$ cat config.mk
export PLATFORM = sky130hd
export DESIGN_NAME = hpp_port
export DESIGN_NICKNAME = d
export VERILOG_FILES = /design/src/rtl/hpp_pkg.sv /design/src/rtl/hpp_rx_fifo.sv /design/src/rtl/hpp_rx_framer.sv /design/src/rtl/hpp_regfile.sv /design/src/rtl/hpp_tx.sv /design/src/rtl/hpp_port.sv
export SDC_FILE = /design/constraint.sdc
export NUM_CORES = 1
export LEC_CHECK = 0
export BUFFER_PORTS_ARGS = -buffer_cell sky130_fd_sc_hd__clkbuf_2
export CORE_MARGIN = 1.5
export CORE_UTILIZATION = 50
export DETAILED_ROUTE_END_ITERATION = 10
export HOLD_SLACK_MARGIN = 0.06
export PLACE_DENSITY_LB_ADDON = 0.3
export SYNTH_ARGS = -nofsm -noshare
export SYNTH_HDL_FRONTEND = slang
export SYNTH_SLANG_ARGS = --single-unit
$ cat constraint.sdc
create_clock -name clk -period 9.4 [get_ports clk]
set_input_delay 0.94 -clock clk [delete_from_list [all_inputs] [get_ports clk]]
set_output_delay 0.94 -clock clk [all_outputs]
set_load 0.02 [all_outputs]
$ cat src/rtl/hpp_pkg.sv
package hpp_pkg;

  localparam int MIN_PKT_LEN = 6;
  localparam int RSP_LEN     = 6;
  localparam logic [7:0] TYPE_WR  = 8'h01;
  localparam logic [7:0] TYPE_RD  = 8'h02;
  localparam logic [7:0] TYPE_RSP = 8'h82;

  typedef struct packed {
    logic       bad;
    logic       last;
    logic [7:0] data;
  } rx_ent_t;

  typedef enum logic [1:0] {
    TX_IDLE = 2'd0,
    TX_WAIT = 2'd1,
    TX_SEND = 2'd2
  } tx_state_e;

  // True when the FIFO level has reached the stop mark.
  function automatic logic over_mark(input int unsigned level, input int unsigned mark);
    return level >= mark;
  endfunction

  // True when a packet whose last byte follows seen_before bytes is too short.
  function automatic logic too_short(input int unsigned seen_before);
    return (seen_before + 1) < MIN_PKT_LEN;
  endfunction

  // Byte idx of a read response.
  function automatic logic [7:0] rsp_byte(input int unsigned idx, input logic [7:0] addr,
                                          input logic [31:0] val);
    case (idx)
      0:       return TYPE_RSP;
      1:       return addr;
      2:       return val[31:24];
      3:       return val[23:16];
      4:       return val[15:8];
      5:       return val[7:0];
      default: return 8'h00;
    endcase
  endfunction

endpackage

$ cat src/rtl/hpp_rx_fifo.sv
module hpp_rx_fifo
  import hpp_pkg::*;
#(
  parameter int DEPTH = 16,
  localparam int PW = $clog2(DEPTH),
  localparam int LW = $clog2(DEPTH + 1)
) (
  input  logic          clk,
  input  logic          rst_n,
  input  logic          push,
  input  rx_ent_t       push_ent,
  input  logic          pop,
  input  logic          tag_tail,
  output rx_ent_t       head,
  output logic          empty,
  output logic          full,
  output logic [LW-1:0] level
);

  rx_ent_t       mem [DEPTH];
  logic [PW-1:0] wr_q;
  logic [PW-1:0] rd_q;
  logic [LW-1:0] lvl_q;
  logic          do_push;
  logic          do_pop;

  function automatic logic [PW-1:0] ptr_next(input logic [PW-1:0] p);
    return (p == PW'(DEPTH - 1)) ? '0 : p + 1'b1;
  endfunction

  function automatic logic [PW-1:0] ptr_prev(input logic [PW-1:0] p);
    return (p == '0) ? PW'(DEPTH - 1) : p - 1'b1;
  endfunction

  assign empty   = (lvl_q == '0);
  assign full    = (lvl_q == LW'(DEPTH));
  assign do_push = push && !full;
  assign do_pop  = pop && !empty;
  assign head    = mem[rd_q];
  assign level   = lvl_q;

  always_ff @(posedge clk) begin
    if (do_push) begin
      mem[wr_q] <= push_ent;
    end
    if (tag_tail) begin
      mem[ptr_prev(wr_q)].last <= 1'b1;
      mem[ptr_prev(wr_q)].bad  <= 1'b1;
    end
  end

  always_ff @(posedge clk) begin
    if (!rst_n) begin
      wr_q  <= '0;
      rd_q  <= '0;
      lvl_q <= '0;
    end else begin
      if (do_push) wr_q <= ptr_next(wr_q);
      if (do_pop)  rd_q <= ptr_next(rd_q);
      case ({do_push, do_pop})
        2'b10:   lvl_q <= lvl_q + 1'b1;
        2'b01:   lvl_q <= lvl_q - 1'b1;
        default: lvl_q <= lvl_q;
      endcase
    end
  end

endmodule

$ cat src/rtl/hpp_rx_framer.sv
module hpp_rx_framer
  import hpp_pkg::*;
#(
  parameter int NREGS = 8,
  localparam int AW = $clog2(NREGS),
  localparam int CW = $clog2(MIN_PKT_LEN + 1)
) (
  input  logic          clk,
  input  logic          rst_n,
  input  rx_ent_t       head,
  input  logic          empty,
  input  logic          tx_idle,
  output logic          pop,
  output logic          fault,
  output logic          wr_en,
  output logic          rd_load,
  output logic [AW-1:0] reg_addr,
  output logic [7:0]    pkt_addr,
  output logic [31:0]   wr_data
);

  logic [CW-1:0] cnt_q;
  logic          done_q;
  logic          bad_q;
  logic [7:0]    type_q;
  logic [7:0]    addr_q;
  logic [31:0]   data_q;
  logic          known_type;
  logic          addr_ok;
  logic          accept;

  assign pop = !empty && !done_q && tx_idle;

  always_ff @(posedge clk) begin
    if (!rst_n) begin
      cnt_q  <= '0;
      done_q <= 1'b0;
      bad_q  <= 1'b0;
      type_q <= '0;
      addr_q <= '0;
      data_q <= '0;
    end else begin
      done_q <= 1'b0;
      if (pop) begin
        if (cnt_q == CW'(0)) begin
          type_q <= head.data;
        end else if (cnt_q == CW'(1)) begin
          addr_q <= head.data;
        end else if (cnt_q < CW'(MIN_PKT_LEN)) begin
          data_q <= {data_q[23:0], head.data};
        end
        if (head.last) begin
          done_q <= 1'b1;
          bad_q  <= head.bad || too_short(32'(cnt_q));
          cnt_q  <= '0;
        end else if (cnt_q != CW'(MIN_PKT_LEN)) begin
          cnt_q <= cnt_q + 1'b1;
        end
      end
    end
  end

  assign known_type = (type_q == TYPE_WR) || (type_q == TYPE_RD);
  assign addr_ok    = (32'(addr_q) < NREGS);
  assign accept     = done_q && !bad_q && known_type && addr_ok;
  assign fault      = done_q && !accept;
  assign wr_en      = accept && (type_q == TYPE_WR);
  assign rd_load    = accept && (type_q == TYPE_RD);
  assign reg_addr   = addr_q[AW-1:0];
  assign pkt_addr   = addr_q;
  assign wr_data    = data_q;

endmodule

$ cat src/rtl/hpp_regfile.sv
module hpp_regfile #(
  parameter int NREGS = 8,
  localparam int AW = $clog2(NREGS)
) (
  input  logic          clk,
  input  logic          rst_n,
  input  logic          wr_en,
  input  logic [AW-1:0] addr,
  input  logic [31:0]   wr_data,
  output logic [31:0]   rd_data
);

  logic [31:0] slot [NREGS];

  for (genvar i = 0; i < NREGS; i++) begin : g_slot
    always_ff @(posedge clk) begin
      if (!rst_n) begin
        slot[i] <= '0;
      end else if (wr_en && (addr == AW'(i))) begin
        slot[i] <= wr_data;
      end
    end
  end

  assign rd_data = slot[addr];

endmodule

$ cat src/rtl/hpp_tx.sv
module hpp_tx
  import hpp_pkg::*;
#(
  localparam int IW = $clog2(RSP_LEN)
) (
  input  logic        clk,
  input  logic        rst_n,
  input  logic        load,
  input  logic [7:0]  load_addr,
  input  logic [31:0] load_data,
  input  logic        gnt,
  input  logic        stop,
  output logic        req,
  output logic        vld,
  output logic        last,
  output logic [7:0]  data,
  output logic        idle
);

  tx_state_e     state_q;
  logic [IW-1:0] idx_q;
  logic [7:0]    addr_q;
  logic [31:0]   data_q;
  logic          beat;
  logic          final_beat;

  assign beat       = (state_q == TX_SEND) && gnt && !stop;
  assign final_beat = beat && (idx_q == IW'(RSP_LEN - 1));

  always_ff @(posedge clk) begin
    if (!rst_n) begin
      state_q <= TX_IDLE;
      idx_q   <= '0;
      addr_q  <= '0;
      data_q  <= '0;
    end else begin
      case (state_q)
        TX_IDLE: if (load) begin
          state_q <= TX_WAIT;
          addr_q  <= load_addr;
          data_q  <= load_data;
          idx_q   <= '0;
        end
        TX_WAIT: if (gnt) state_q <= TX_SEND;
        TX_SEND: if (final_beat) begin
          state_q <= TX_IDLE;
          idx_q   <= '0;
        end else if (beat) begin
          idx_q <= idx_q + 1'b1;
        end
        default: state_q <= TX_IDLE;
      endcase
    end
  end

  assign req  = (state_q != TX_IDLE);
  assign idle = (state_q == TX_IDLE);
  assign vld  = beat;
  assign last = final_beat;
  assign data = beat ? rsp_byte(32'(idx_q), addr_q, data_q) : 8'h00;

endmodule

$ cat src/rtl/hpp_port.sv
module hpp_port
  import hpp_pkg::*;
#(
  parameter int FIFO_DEPTH = 16,
  parameter int HOLD_MARK  = 12,
  parameter int NREGS      = 8,
  localparam int LW = $clog2(FIFO_DEPTH + 1),
  localparam int AW = $clog2(NREGS)
) (
  input  logic       clk,
  input  logic       rst_n,
  input  logic       clk_ok,
  input  logic [7:0] rx_data,
  input  logic       rx_vld,
  input  logic       rx_last,
  output logic       rx_hold,
  output logic [7:0] tx_data,
  output logic       tx_vld,
  output logic       tx_last,
  input  logic       tx_hold,
  output logic       bus_req,
  input  logic       bus_gnt,
  output logic       err,
  output logic [7:0] dev_id
);

  logic          ready_q;
  logic          in_bad_q;
  logic          in_stored_q;
  logic          err_q;
  logic [7:0]    dev_id_q;

  rx_ent_t       push_ent;
  rx_ent_t       head;
  logic          fifo_empty;
  logic          fifo_full;
  logic [LW-1:0] rx_level;
  logic          rx_accept;
  logic          rx_drop;
  logic          tag_tail;
  logic          rx_lost;

  logic          pop;
  logic          frm_fault;
  logic          wr_en;
  logic          rd_load;
  logic [AW-1:0] reg_addr;
  logic [7:0]    pkt_addr;
  logic [31:0]   wr_data;
  logic [31:0]   rd_data;
  logic          tx_idle;
  logic          enum_evt;

  // Inbound flow control and packet tagging.
  assign rx_hold   = !ready_q || over_mark(32'(rx_level), HOLD_MARK);
  assign rx_accept = rx_vld && !fifo_full;
  assign rx_drop   = rx_vld && fifo_full;
  assign tag_tail  = rx_drop && rx_last && in_stored_q;
  assign rx_lost   = rx_drop && rx_last && !in_stored_q;

  always_comb begin
    push_ent      = '0;
    push_ent.data = rx_data;
    push_ent.last = rx_last;
    push_ent.bad  = rx_last && (in_bad_q || rx_hold);
  end

  always_ff @(posedge clk) begin
    if (!rst_n) begin
      ready_q     <= 1'b0;
      in_bad_q    <= 1'b0;
      in_stored_q <= 1'b0;
    end else begin
      if (clk_ok) ready_q <= 1'b1;
      if (rx_vld && rx_last) begin
        in_bad_q    <= 1'b0;
        in_stored_q <= 1'b0;
      end else begin
        if (rx_drop)   in_bad_q    <= 1'b1;
        if (rx_accept) in_stored_q <= 1'b1;
      end
    end
  end

  hpp_rx_fifo #(.DEPTH(FIFO_DEPTH)) u_fifo (
    .clk      (clk),
    .rst_n    (rst_n),
    .push     (rx_vld),
    .push_ent (push_ent),
    .pop      (pop),
    .tag_tail (tag_tail),
    .head     (head),
    .empty    (fifo_empty),
    .full     (fifo_full),
    .level    (rx_level)
  );

  hpp_rx_framer #(.NREGS(NREGS)) u_framer (
    .clk      (clk),
    .rst_n    (rst_n),
    .head     (head),
    .empty    (fifo_empty),
    .tx_idle  (tx_idle),
    .pop      (pop),
    .fault    (frm_fault),
    .wr_en    (wr_en),
    .rd_load  (rd_load),
    .reg_addr (reg_addr),
    .pkt_addr (pkt_addr),
    .wr_data  (wr_data)
  );

  hpp_regfile #(.NREGS(NREGS)) u_regs (
    .clk     (clk),
    .rst_n   (rst_n),
    .wr_en   (wr_en),
    .addr    (reg_addr),
    .wr_data (wr_data),
    .rd_data (rd_data)
  );

  hpp_tx u_tx (
    .clk       (clk),
    .rst_n     (rst_n),
    .load      (rd_load),
    .load_addr (pkt_addr),
    .load_data (rd_data),
    .gnt       (bus_gnt),
    .stop      (tx_hold),
    .req       (bus_req),
    .vld       (tx_vld),
    .last      (tx_last),
    .data      (tx_data),
    .idle      (tx_idle)
  );

  // Enumeration: a grant that arrives while not requesting the bus.
  assign enum_evt = bus_gnt && !bus_req;

  always_ff @(posedge clk) begin
    if (!rst_n) begin
      dev_id_q <= '0;
      err_q    <= 1'b0;
    end else begin
      if (enum_evt) dev_id_q <= rx_data;
      err_q <= frm_fault || rx_lost;
    end
  end

  assign dev_id = dev_id_q;
  assign err    = err_q;

endmodule

-- Yosys cells after proc, flatten, opt, wreduce, memory -nomap -nowiden
Memory sizes are Yosys's and may differ from the RTL's. A register that Yosys moved wholly into a read port is not among the register bits.
Cells that the tools add are included.
- $add $sub $neg: 8
- reductions and logical operators: 64
- equality and inequality tests: 27
- bitwise operators: 11
- order comparisons: 4
- mux-type cells: 59
- operator list (kind ; count):
    $mux 32 ; 8
    $pmux 8 s6 ; 1
    $lt 32x3->1 const B ; 1
    $mux 1 ; 30
    $logic_and 1x1->1 ; 28
    $mux 4 ; 6
    $eq 3x3->1 const B ; 6
    $mux 3 ; 5
    $eq 3x2->1 const B ; 4
    $logic_not 1->1 ; 10
    $mux 10 ; 1
    $pmux 5 s2 ; 1
    $reduce_and 2->1 ; 5
    $reduce_or 10->1 ; 1
    $eq 3x1->1 const B ; 3
    $logic_not 3->1 ; 3
    $reduce_and 3->1 ; 3
    $add 4x1->4 const B ; 2
    $eq 4x4->1 const B ; 2
    $eq 8x1->1 const B ; 1
    $eq 8x2->1 const B ; 1
    $lt 8x4->1 const B ; 1
    $mux 2 ; 4
    $mux 8 ; 1
    24 further kinds ; 45
- bits in registers: 91
- memories kept: 2
- bits in writable memories: 416
- memories (memory ; words ; width ; read ports ; clocked after Yosys merged registers in ; write ports ; line ; text):
    u_regs.slot ; 8 ; 32 ; 1 ; 1 ; 8 ; hpp_regfile.sv:13 ; logic [31:0] slot [NREGS];
    u_fifo.mem ; 16 ; 10 ; 1 ; 1 ; 1 ; hpp_rx_fifo.sv:20 ; rx_ent_t mem [DEPTH];

-- Depth between registers and ports, before layout
Gate-level depths: netlist of run 1.
- word-level depth: 10
- gate-level depth with buffers: 14
- mapped depth without buffers: 11

-- Modules after synthesis
From an unflattened synthesis of run 1, not the netlist that was laid out.
- cell total of the unflattened synthesis: 1804
- area, all modules: 23890.4 sq um
- by module, submodules not included (module ; sequential area each (sq um) ; cells an instance ; instances ; area each (sq um)):
    hpp_regfile ; 7687.4 ; 792 ; 1 ; 11599.9
    hpp_rx_fifo ; 4824.6 ; 476 ; 1 ; 7561.0
    hpp_rx_framer ; 1061.0 ; 229 ; 1 ; 2149.6
    hpp_tx ; 900.9 ; 261 ; 1 ; 2098.3
    hpp_port ; 240.2 ; 46 ; 1 ; 481.7

-- Worst setup path before layout of run 1
No wires, ideal clock.
- path type: register to register
- start: register u_framer.addr_q[2] (netlist: u_framer.pkt_addr[2])
- end: memory u_regs.slot[0][0] (enable)
- buffers on the path: 2
- data arrival time: 3.581 ns
- library setup time: 0.470 ns
- setup slack: 5.349 ns
- stages on the path, launching flop included: 6
- clock period less this slack: 4.051 ns
- path through: dfxtp_1 clkbuf_1 inv_2 buf_1 nand2_1 o31ai_1
- RTL lines (what ; line ; text):
    start: declaration ; hpp_rx_framer.sv:26 ; logic [7:0] addr_q;
    start signal: assignment ; hpp_rx_framer.sv:48 ; addr_q <= head.data;
    end: declaration ; hpp_regfile.sv:13 ;

-- Worst setup path after layout of run 1
- start: register u_tx.idx_q[0]
- end: output port tx_data[5]
- word-level cells in the longest chain between the ends: 3
- ends and longest elaborated chain (what ; line ; text):
    start: declaration ; hpp_tx.sv:21 ; logic [IW-1:0] idx_q;
    start signal: assignment ; hpp_tx.sv:49 ; idx_q <= idx_q + 1'b1;
    $eq 3x3->1 (tied with other cells) ; hpp_pkg.sv:34 ; case (idx)
    $pmux 8 s6 * ; hpp_pkg.sv:34 ;
    $mux 8 * ; hpp_tx.sv:60 ; assign data = beat ? rsp_byte(32'(idx_q), addr_q, data_q) : 8'h00;
    end: declaration ; hpp_port.sv:17 ; output logic [7:0] tx_data,
Every way passes the cells marked *; elsewhere a longest branch is shown, timed or not.

==> results of run 1 <==
## placed cells by master (no fill, tap or decap), types with 6 or more instances in the layout
| cell | n |
|---|---|
| a211oi_1 | 34 |
| o22ai_1 | 18 |
| mux4_2 | 104 |
| clkbuf_1 | 12 |
| clkbuf_16 | 55 |
| nor2_1 | 93 |
| clkinv_2 | 7 |
| nor3_1 | 14 |
| inv_1 | 15 |
| edfxtp_1 | 416 |
| buf_4 | 24 |
| dfxtp_1 | 123 |
| mux2_2 | 9 |
| and3_1 | 6 |
| and2_1 | 268 |
| clkinv_1 | 17 |
| o21ai_0 | 22 |
| nand3_1 | 15 |
| clkbuf_2 | 35 |
| o21ai_4 | 7 |
| a21oi_1 | 61 |
| mux2i_1 | 43 |
| nand2_1 | 137 |
| a31oi_1 | 10 |
| a22oi_1 | 8 |
| ha_1 | 16 |
## final cells by class
class                      count  area share
clock inverter                34      0.0127
tap                          600      0.0293
multi-input combinational    957       0.299
inverter                      18     0.00268
timing repair buffer          59      0.0138
clock buffer                  69      0.0565
sequential                   543       0.586
## power by group
group          internal [mW]  switching (mW)  leakage [nW]
registers               2.70           0.131          5.12
clock network           1.23           0.921         0.863
logic                  0.346           0.495          2.78
total                   4.28            1.55          8.76
## how the worst min path moves through the flow
| stage | slack (ps) | depth (start not counted) | to | startpoint |
|---|---|---|---|---|
| final | 450 | 2 | dev_id[1] | dev_id[1] |
| after global routing | 480 | 2 | dev_id[1] | dev_id[1] |
| after CTS | 460 | 2 | dev_id[3] | dev_id[3] |
| after detailed placement | 450 | 2 | dev_id[3] | dev_id[3] |
| after global placement | 440 | 2 | u_tx.addr_q[0] | u_tx.addr_q[0] |
| after floorplan | 440 | 2 | u_tx.addr_q[0] | u_tx.addr_q[0] |
## worst reg2reg max path, cell delays in order (launching register included)
cell and delay [ps]:
dfxtp_1 320, nor4_1 330, nand4_1 320, nor2_1 230, nand2_1 250, o31ai_4 990, buf_4 500
## layer usage
metal,part of all wire,up-vias,routed length (microns)
li1,-,6070,-
met1,0.43,6723,22000
met2,0.49,405,25000
met3,0.060,94,3060
met4,0.026,2,1350
met5,0.00027,-,14
## registers in the layout, summed over array words and instances (netlist names), 4 cells and up, named ones only
| name | count |
|---|---|
| dev_id | 8 |
| u_fifo.level | 5 |
| u_fifo.mem | 160 |
| u_fifo.rd_q | 4 |
| u_fifo.wr_q | 4 |
| u_framer.pkt_addr | 8 |
| u_framer.type_q | 8 |
| u_framer.wr_data | 32 |
| u_regs.slot | 256 |
| u_tx.addr_q | 8 |
| u_tx.data_q | 32 |
## through the flow
step | util | power, mW
6_report | 0.564 | 5.83
5_1_grt | 0.564 | 6.04
4_1_cts | 0.564 | 5.86
3_5_place_dp | 0.525 | 3.72
3_3_place_gp | 0.525 | 3.70
2_1_floorplan | - | 3.50
## logic make-up (layout without fill, tap and decap cells)
group,after synthesis,count (layout)
buf+inv,122,180
compound gates,198,198
xor+xnor,7,7
simple gates,580,580
flops,543,543
fa+ha+maj,16,16
mux,156,156
==> results.toml, run 1 <==
[critical_path]
r2r_cells = 6
rrSetupSlack_ps = 6120
endpoint = "tx_data[5]"
path_buf_inv = 1
path_cells = "ha_1 > and2_1 > a222oi_1 > a21oi_1 > clkbuf_2"
worstSetupPathType = "reg -> out"
cpPeakStageDelay_ps = 460
regToRegEndpoint = "u_regs.slot[0][13]"
crit_arrival_ps = 2680
cp_slowest_cell = "and2_1"
cp_top_family = "compound AO/OA/AOI/OAI gates"
crit_path_max_fanout = 8
worstSetupEndpointType = "primary output"
cp-start-kind = "flop"
cp-startpoint = "u_tx.idx_q[0]"
path_depth = 5
timing.rr.start = "u_framer.bad_q"
required_ps = 8460

[grt]
grt_max_degree = 76
grt_pass1_wl_mm = 79.1
grtUsageMet2 = 0.361
gr-usage-met1 = 0.303
grt_util_all_layers = 0.221
globalRouteOverflowTotal = 0
use_met3 = 0.0366
grt_pass1_vias = 13400
antenna_found_initial = 1
grt_busiest_layer = "met2"

[floorplanning]
die_w_microns = 218
initial_utilization = 0.509
rows = 78
dieArea_sq_um = 47600
fp.dieH_microns = 218
io_pins = 36
coreArea_sq_um = 45500

[placement]
io_buffers = 35
hpwlAfterDp_mm = 30.4
post-place-cells = 2177
gp_congestion = 0.845
placed_area_sq_um = 23900
place_ws_ps = 5420

[flow_run]
max-cap-violations = 0

[routing]
drc = 0
dr.pass1.iters = 6
drtIter0Drc = 1156
drt-total-wl_mm = 51.4
drt-vias-per-instance = 5.83
wl_per_cell_microns = 22.5
num_vias = 13300
antenna_left = 0

[timing]
rsz0062_at_grt = "false"
hold_slack_ps = 454
worst_slew_pin_slew_ps = 1190
fin_ws_ps = 5780
setup_viol = 0
clock.fmax_mhz = 276
final.setup.tns_ps = 0
maxSlewViolCount = 0
min_period_ps = 3620
fin_crit_sh = 0.385
clock_skew_ps = 25.9
max-slew-margin-rel = 0.204
final_hold_viol_count = 0

[synthesis]
synth_top_cell_area_share = 0.540
synth_compound_area_frac = 0.0555
yosysSeqAreaShare = 0.650
synthMuxAreaShare = 0.124
synth_edf_count = 416
synthTopCellsByArea = "edfxtp_1 (54%), dfxtp_1 (11%), mux4_2 (10%)"
synth_top_family_by_area = "simple AND/OR/NAND/NOR gates"
synth_common_cells = "edfxtp_1 (416), and2_1 (268), nand2_1 (137)"
yosys.area_share.simple = 0.136
netlist_instances = 1622
synth_top_area_cell = "edfxtp_1"
synth_flop_cell = "edfxtp_1"
synth.distinct_cells = 78
synth_area_sq_um = 23100
async_reset_ff_frac = 0
synth_fp_nets = 1653
synth.most_common_cell = "edfxtp_1"
ys_warn_count = 0
synthXorXnorAreaFrac = 0.00265
avgSynthCellArea_sq_um = 14.3
synthAdderAreaFrac = 0.00865
synth-seq-cells = 543

[clock_tree]
cts-resized-gates = 0
clock_tree.buffer_depth = 3
cts_made_buffers = 55
cts_num_sinks = 543
cts_setup_buffers = 0
cts_tree = "done"
clk_pin_slew_ps = 60
clock_latency_ps = 620
postCtsHoldBufs = 0
htree_levels = 2
cts_root_buf = "clkbuf_16"

[power_and_ir_drop]
power_density_nw_per_um2 = 227
vdd_drop_max_mv = 0.205
p_leak_nw = 8.76

[finish]
nets = 1665
drive_above_1_share = 0.169
synthToLayoutAreaGrowth_pct = 10.9
instances_no_fill = 2280
n_antenna_cell = 0
fin_area_sq_um = 25700
fillers = 3612
regArea_sq_um = 15000
multi_input_area_sq_um = 7670

[min_path]
worstHoldPathType = "reg -> reg"

[status]
status = "finished clean"
Power figures use the tool's default switching activity.
==> run 2, diff against run 1 <==
clock period = 2.9 ns   (was 9.4 ns; I/O delays follow)
==> run 2 against run 1 <==
Worst hold slack worse by 360 ps; flip-flop and latch count did not move; die area stayed put.
==> results.toml, run 2 (synthesis results as in run 1) <==
[placement]
post-place-cells = 2218
gp_congestion = 0.842
placed_area_sq_um = 24400
hpwlAfterDp_mm = 32.0
io_buffers = 35

[critical_path]
worstSetupEndpointType = "primary output"
worstSetupPathType = "reg -> out"
cp-start-kind = "flop"
path_buf_inv = 2
crit_arrival_ps = 2560
path_cells = "inv_1 > ha_1 > nor2b_2 > a22oi_1 > a31oi_1 > clkbuf_2"
cpPeakStageDelay_ps = 410
cp_top_family = "compound AO/OA/AOI/OAI gates"
required_ps = 2610
cp_slowest_cell = "nor2b_2"
crit_path_max_fanout = 5

[grt]
globalRouteOverflowTotal = 0
antenna_found_initial = 4
grt_util_all_layers = 0.228
grt_pass1_wl_mm = 81.6
grt_pass1_vias = 13900
grt_max_degree = 70

[floorplanning]
coreArea_sq_um = 45500
dieArea_sq_um = 47600
die_w_microns = 218
initial_utilization = 0.509
rows = 78
io_pins = 36
fp.dieH_microns = 218

[finish]
synthToLayoutAreaGrowth_pct = 14.6
top_register = "u_regs.slot"
final_core_util = 0.583
reg_top3 = "u_regs.slot (256), u_fifo.mem (160)"
mostFrequentLayoutCell = "edfxtp_1"
instances_no_fill = 2335
mostFrequentLayoutCells = "edfxtp_1 (416), and2_1 (267), nand2_1 (137)"
largest_reg_flops = 256
fillers = 3555
fin_area_sq_um = 26500
drive_above_1_share = 0.202
n_antenna_cell = 0
nets = 1718

[routing]
drt-vias-per-instance = 5.83
wl_per_cell_microns = 22.8
dr.pass1.iters = 8
drc = 0
drtIter0Drc = 1258
drt-total-wl_mm = 53.1
num_vias = 13600
antenna_left = 0

[timing]
min_period_ps = 2850
clock.fmax_mhz = 351
worst_slew_pin_slew_ps = 1000
final_hold_viol_count = 0
max-slew-margin-rel = 0.330
rsz0062_at_grt = "false"
setup_viol = 0
fin_crit_sh = 0.982
maxSlewViolCount = 0
hold_slack_ps = 93.6
final.setup.tns_ps = 0
clock_skew_ps = 34.8

[min_path]
worstHoldPathType = "in -> reg"

[power_and_ir_drop]
seqPwrFrac = 0.457
comb_power_share = 0.153
pwr-share-clk = 0.390
power_switching_mw = 5.15
power_density_nw_per_um2 = 751
vdd_drop_max_mv = 0.796
p_int_mw = 14.8
p_leak_nw = 9.19
sw_frac_of_total = 0.258

[clock_tree]
cts_root_buf = "clkbuf_16"
clock_latency_ps = 620
clock_tree.buffer_depth = 3
cts_made_buffers = 57
cts_num_sinks = 543
cts_tree = "done"
clk_pin_slew_ps = 60
htree_levels = 2

[flow_run]
max-cap-violations = 0

[status]
status = "finished clean"
## run 2: final timing paths
kind                                      start              end  slack, ps  cells after the start
worst max-delay path              u_tx.idx_q[0]       tx_data[6]         50                      6
worst min register to register        dev_id[1]        dev_id[1]        450                      2
worst max register to register  u_fifo.level[0]  u_fifo.level[2]        220                     10
worst min-delay path                     rx_vld         in_bad_q         90                      3
## run 2: power by group through the flow
stage	Combinational, mW	Sequential (mW)	Clock (mW)
after floorplan	2.30	9.08	0
after global placement	2.98	9.25	0
after detailed placement	3.02	9.27	0
after CTS	3.06	9.11	7.87
after global routing	3.28	9.15	8.17
final	3.04	9.11	7.78
## run 2: worst min-delay path, stage by stage
cell and delay [ps]:
clkbuf_2 180, a31oi_1 110, nor2_1 70
## run 2: layer usage
layer  GRT usage  up-vias  share of wire
met3      0.0431      104          0.067
met5           0        -        0.00064
li1            -     6168              -
met4      0.0763        6          0.027
met1       0.293     6915           0.41
met2       0.390      413           0.50
## run 2: stage by stage
| step | setup slack (ps) | total power [mW] |
|---|---|---|
| floorplan | -195 | 11.4 |
| global placement | 275 | 12.2 |
| detailed placement | 205 | 12.3 |
| CTS | 66.5 | 20.0 |
| global route | 11.3 | 20.6 |
| finish | 53.0 | 19.9 |
## run 2: area by class of cell
type	count	area, sq um	area share
sequential	543	15000	0.567
clock inverter	29	418	0.0158
clock buffer	78	1620	0.0609
multi-input combinational	957	7720	0.291
inverter	18	68.8	0.00259
timing repair buffer	110	913	0.0344
tap	600	751	0.0283
## run 2: timing repair
| item | 4_1_cts | 5_1_grt |
|---|---|---|
| endpoints found under the hold margin | 11 | 0 |
| gates resized for setup | 2 | 10 |
| buffers inserted | 0 | 0 |
| hold buffers | 10 | 0 |
| endpoints found under the setup margin | 8 | 9 |
| pin swaps | 0 | 1 |
